File: src/rtl/dacif_pkg.sv
package dacif_pkg;
    localparam int SPD_BIT = 0;
    localparam int PWR_BIT = 1;
    localparam int REF_LSB = 3;
    localparam int REF_W   = 2;

    typedef enum logic [1:0] {
        REF_EXT    = 2'b00,
        REF_INT_LO = 2'b01,
        REF_INT_HI = 2'b10
    } ref_src_e;

    typedef enum logic {
        WR_IDLE = 1'b0,
        WR_LOW  = 1'b1
    } wr_state_e;

    typedef struct packed {
        ref_src_e refsel;
        logic     pd;
        logic     fast;
    } ctrl_t;
endpackage

File: src/rtl/dacif_sync.sv
module dacif_sync #(
    parameter int W = 1,
    parameter logic [W-1:0] RST_VAL = '0
) (
    input  logic         clk,
    input  logic         rst_n,
    input  logic [W-1:0] d,
    output logic [W-1:0] q
);
    logic [W-1:0] meta;

    always_ff @(posedge clk or negedge rst_n) begin
        if (!rst_n) begin
            meta <= RST_VAL;
            q    <= RST_VAL;
        end else begin
            meta <= d;
            q    <= meta;
        end
    end
endmodule

File: src/rtl/dacif_wr_fsm.sv
module dacif_wr_fsm
    import dacif_pkg::*;
(
    input  logic clk,
    input  logic rst_n,
    input  logic wr_s,
    input  logic cs_s,
    output logic strobe
);
    wr_state_e state, state_nx;

    always_ff @(posedge clk or negedge rst_n) begin
        if (!rst_n) state <= WR_IDLE;
        else        state <= state_nx;
    end

    always_comb begin
        state_nx = state;
        strobe   = 1'b0;
        unique case (state)
            WR_IDLE: begin
                if (!wr_s) state_nx = WR_LOW;
            end
            WR_LOW: begin
                if (wr_s) begin
                    state_nx = WR_IDLE;
                    strobe   = !cs_s;
                end
            end
        endcase
    end
endmodule

File: src/rtl/dacif_regs.sv
module dacif_regs
    import dacif_pkg::*;
#(
    parameter int DATA_W = 12
) (
    input  logic              clk,
    input  logic              rst_n,
    input  logic              strobe,
    input  logic              sel,
    input  logic [DATA_W-1:0] data,
    output logic [DATA_W-1:0] hold_q,
    output ctrl_t             ctrl_q
);
    localparam int REF_MSB = REF_LSB + REF_W - 1;

    logic [REF_W-1:0] ref_raw;
    ctrl_t            ctrl_nx;
    logic             unused_bits;

    assign ref_raw     = data[REF_MSB:REF_LSB];
    assign unused_bits = ^{data[DATA_W-1:REF_MSB+1], data[2]};

    always_comb begin
        ctrl_nx.fast = data[SPD_BIT];
        ctrl_nx.pd   = data[PWR_BIT];
        case (ref_raw)
            2'b01:   ctrl_nx.refsel = REF_INT_LO;
            2'b10:   ctrl_nx.refsel = REF_INT_HI;
            default: ctrl_nx.refsel = REF_EXT;
        endcase
    end

    always_ff @(posedge clk or negedge rst_n) begin
        if (!rst_n) begin
            hold_q <= '0;
            ctrl_q <= '{refsel: REF_EXT, pd: 1'b0, fast: 1'b0};
        end else if (strobe) begin
            if (sel) ctrl_q <= ctrl_nx;
            else     hold_q <= data;
        end
    end
endmodule

File: src/rtl/dacif_dac_latch.sv
module dacif_dac_latch #(
    parameter int DATA_W = 12
) (
    input  logic              clk,
    input  logic              rst_n,
    input  logic              load_s,
    input  logic              pd,
    input  logic [DATA_W-1:0] hold,
    output logic [DATA_W-1:0] latch_q,
    output logic [DATA_W-1:0] code
);
    always_ff @(posedge clk or negedge rst_n) begin
        if (!rst_n)       latch_q <= '0;
        else if (!load_s) latch_q <= hold;
    end

    assign code = pd ? '0 : latch_q;
endmodule

File: src/rtl/dac_par_if.sv
module dac_par_if
    import dacif_pkg::*;
#(
    parameter int DATA_W = 12
) (
    input  logic              clk,
    input  logic              rst_n,
    input  logic              cs_n,
    input  logic              wr_n,
    input  logic              sel_ctrl,
    input  logic              load_n,
    input  logic [DATA_W-1:0] data_in,
    output logic [DATA_W-1:0] dac_code,
    output logic              pwr_down,
    output logic              fast_mode,
    output logic [1:0]        ref_mode
);
    localparam int BUS_W = DATA_W + 1;

    logic [2:0]        strb_s;
    logic [BUS_W-1:0]  bus_s;
    logic              wr_s, cs_s, load_s, sel_s;
    logic [DATA_W-1:0] data_s;
    logic              wr_strobe;
    logic [DATA_W-1:0] hold_q, latch_q;
    ctrl_t             ctrl_q;

    dacif_sync #(.W(3), .RST_VAL(3'b111)) u_sync_strb (
        .clk(clk), .rst_n(rst_n), .d({wr_n, cs_n, load_n}), .q(strb_s)
    );

    dacif_sync #(.W(BUS_W), .RST_VAL('0)) u_sync_bus (
        .clk(clk), .rst_n(rst_n), .d({sel_ctrl, data_in}), .q(bus_s)
    );

    assign {wr_s, cs_s, load_s} = strb_s;
    assign {sel_s, data_s}      = bus_s;

    dacif_wr_fsm u_fsm (
        .clk(clk), .rst_n(rst_n), .wr_s(wr_s), .cs_s(cs_s), .strobe(wr_strobe)
    );

    dacif_regs #(.DATA_W(DATA_W)) u_regs (
        .clk(clk), .rst_n(rst_n), .strobe(wr_strobe), .sel(sel_s),
        .data(data_s), .hold_q(hold_q), .ctrl_q(ctrl_q)
    );

    dacif_dac_latch #(.DATA_W(DATA_W)) u_latch (
        .clk(clk), .rst_n(rst_n), .load_s(load_s), .pd(ctrl_q.pd),
        .hold(hold_q), .latch_q(latch_q), .code(dac_code)
    );

    assign pwr_down  = ctrl_q.pd;
    assign fast_mode = ctrl_q.fast;
    assign ref_mode  = ctrl_q.refsel;
endmodule

File: config.mk
export PLATFORM = sky130hd
export DESIGN_NAME = dac_par_if
export DESIGN_NICKNAME = d
export VERILOG_FILES = /design/src/rtl/dacif_pkg.sv /design/src/rtl/dacif_sync.sv /design/src/rtl/dacif_wr_fsm.sv /design/src/rtl/dacif_regs.sv /design/src/rtl/dacif_dac_latch.sv /design/src/rtl/dac_par_if.sv
export SDC_FILE = /design/constraint.sdc
export NUM_CORES = 1
export LEC_CHECK = 0
export CAP_MARGIN = 20
export CORE_MARGIN = 10
export CORE_UTILIZATION = 51
export DETAILED_ROUTE_END_ITERATION = 10
export MAX_ROUTING_LAYER = met4
export PLACE_DENSITY = 0.86
export SLEW_MARGIN = 20
export SYNTH_ARGS = -nofsm -noshare
export SYNTH_HDL_FRONTEND = slang
export SYNTH_SLANG_ARGS = --single-unit
File: constraint.sdc
create_clock -name clk -period 1.5 [get_ports clk]
set_clock_uncertainty 0.05 [all_clocks]
set_input_delay 0.45 -clock clk [delete_from_list [all_inputs] [get_ports clk]]
set_output_delay 0.45 -clock clk [all_outputs]
set_load 0.03 [all_outputs]
==> flow_summary.ini <==
[outcome]
status = complete, but fails checks
violations = negative setup slack

[clock_tree]
cts_tree = built
cts_max_path_buffers = 2
root_buffer = sky130_fd_sc_hd__clkbuf_8
cts.sinks = 61
clock_insertion_delay_worst_skew_ns = 0.32
htree_num_levels = 3
cts-buffers-inserted = 9
reg_clk_slew_reported_paths_ns = 0.06

[global_route]
antenna_found_initial = 0
grt_pass1_vias = 1172
grt_overflow = 0
grt_first_pass_wirelength_um = 6030
gr-usage-all-layers_pct = 11.55
grt_start_max_net_pins = 62

[die]
die_area_um2 = 6909
die_h_um = 83.12
die_width_um = 83.12
start_util_pct = 54.28
fp-row-count = 22
top_level_ports = 34
placeableCoreArea_um2 = 3744

[place]
gp_congestion = 0.6914
portBuffers = 33
cell_count_after_placement = 190
placed_wire_length_estimate_after_detailed_placement_um = 2341

[job]
max_cap_violations = 0

[timing]
finalHoldViolations = 0
timing.final.crit_share_pct = 112.7
finalSetupViolations = 13
maxSlewViolCount = 0
setup_slack_ns = -0.1901
rsz0062_at_grt = true
tightestPinTransition_ns = 0.3209
final.setup.tns_ns = -1.920
maxSlewHeadroom_pct = 78.49
fmax_mhz = 591.7
timing.final.crit_period_ns = 1.690

[finish]
final_layout_size_suffix_gt1_share_pct = 50.92
layout-area-overhead-vs-synth_pct = 35.22
fin_nets = 176
fill_cells = 229
layout.cells.most_common_list = 55 x sky130_fd_sc_hd__dfrtp_1, 18 x sky130_fd_sc_hd__mux2_2, 16 x sky130_fd_sc_hd__clkdlybuf4s50_1, 13 x sky130_fd_sc_hd__clkbuf_8, 13 x sky130_fd_sc_hd__buf_6
final_common_cell = sky130_fd_sc_hd__dfrtp_1
diodes = 0
finish.cell_count_without_fillers = 211

[routing]
routed_via_density = 4.858
via_count = 1025
totalWireLength_um = 3695
antenna_left = 0
dr.pass1.iters = 4
remaining_drc_errors = 0
number_of_drc_violations_after_detailed_routing_iteration_0 = 77
wl_per_cell_um = 17.51

[yosys]
postSynthRegisterBits = 61
synth.avg_cell_area_um2 = 18.64
yosys_warnings = 0
synthesis.instances = 109
netlist_top_cells_area = sky130_fd_sc_hd__dfrtp_1 68%, sky130_fd_sc_hd__mux2_2 10%, sky130_fd_sc_hd__dfstp_2 7.8%
yosys.cell_types.count = 11
synth.net_count = 127
synth.cell_area_um2 = 2032
synth.largest_area_cell = sky130_fd_sc_hd__dfrtp_1
synth_seq_area_share_pct = 75.49
synth.top_cell.area_share_pct = 67.73

[min_path]
min-delay-path-class = in2async

[critical_path]
rr_endpoint = u_regs.hold_q[10]
cp_arrival_ns = 1.19
reg2reg_slack_ns = 0.04
crit_path_cell_chain = buf_6 > nor2b_1 > buf_4
crit_path_max_fanout = 7
critical_path_class = reg2out
worst-r2r-cell-count = 3
setup.worst_path.end_class = primary output
worst_endpoint_required_time_ns = 1.00
crit_path_max_incr_delay_ns = 0.42
critical_path.slowest_cell = sky130_fd_sc_hd__dfrtp_1
reg2reg_from = u_sync_strb.q[2]
critPathLaunchType = register

[power]
p_per_area_nw_per_um2 = 1579
power.ir.vdd_worst_uv = 744.3
power_uw = 4338
p_leak_uw = 0.001254
state kept, by name (all words and copies together) (netlist names):
signal and flops:
u_sync_bus.meta 13, u_sync_bus.q 13, u_latch.latch_q 12, u_regs.hold_q 12, u_regs.ctrl_q 4, u_sync_strb.meta 3, u_sync_strb.q 3, u_fsm.state 1
critical path: cells and delay by family, from the launching register on:
family / cells / cell delay (ns)
DFF: 1 / 0.42
and+or+nand+nor: 1 / 0.12
buffers and inverters: 2 / 0.34
power by group:
group	total (uW)	switching, uW	internal (uW)
Sequential	2020	144	1880
Combinational	990	444	545
Clock	1330	542	784
Total	4340	1130	3210
cell usage after synthesis:
| library cell | number |
|---|---|
| sky130_fd_sc_hd__mux2_4 | 10 |
| sky130_fd_sc_hd__nor2b_1 | 14 |
| sky130_fd_sc_hd__inv_1 | 1 |
| sky130_fd_sc_hd__mux2_2 | 18 |
| sky130_fd_sc_hd__and4bb_4 | 1 |
| sky130_fd_sc_hd__dfrtp_1 | 55 |
| sky130_fd_sc_hd__buf_12 | 1 |
| sky130_fd_sc_hd__dfstp_2 | 6 |
| sky130_fd_sc_hd__clkbuf_1 | 1 |
| sky130_fd_sc_hd__nand4b_1 | 1 |
| sky130_fd_sc_hd__buf_2 | 1 |
stage by stage:
step	utilization, %	setup slack [ns]	hold WS [ns]	cell area (um^2)
after floorplan	-	-0.002304	0.1044	2110
after global placement	65.47	0.05292	0.2814	2451
after detailed placement	65.47	0.004963	0.2847	2451
after CTS	73.20	-0.2049	0.08796	2740
after global routing	73.40	-0.2456	0.09689	2748
final	73.40	-0.1901	0.08939	2748
per-layer routing:
layer	track usage, %	up-vias	part of all wire (%)
met3	4.297	4	4.4
li1	-	460	-
met5	-	-	0
met2	18.44	31	53
met1	11.47	530	41
met4	8.000	0	1.9
kinds of logic (layout without fill, tap and decap cells):
logic type,count (synthesis),count (layout),synth area share [%]
buf+inv,4,58,1.600
flops,61,61,75.49
mux,28,28,17.36
simple gates,16,16,5.542
area by class of cell:
type,instances,area (um^2),area share [%]
clock buffers,16,190.2,6.922
inverters,1,3.754,0.1366
multi-input cells,44,540.5,19.67
flip-flops and latches,61,1534,55.83
well taps,48,60.06,2.186
repair buffers,41,419.2,15.25
timing repair:
item	4_1_cts	5_1_grt
gates resized for setup	14	0
buffers inserted	4	1
endpoints found under the setup margin	15	13
pin swaps	1	0
hold buffers	0	0
worst max-delay path by stage:
stage | to | start | cells past startpoint
after floorplan | dac_code[1] | u_regs.ctrl_q[1] | 1
after global placement | u_regs.hold_q[0] | u_sync_strb.q[2] | 2
after detailed placement | u_regs.hold_q[11] | u_sync_strb.q[2] | 2
after CTS | dac_code[1] | u_regs.ctrl_q[1] | 3
after global routing | dac_code[1] | u_regs.ctrl_q[1] | 3
final | dac_code[1] | u_regs.ctrl_q[1] | 3
(Power assumes the default switching activity.)
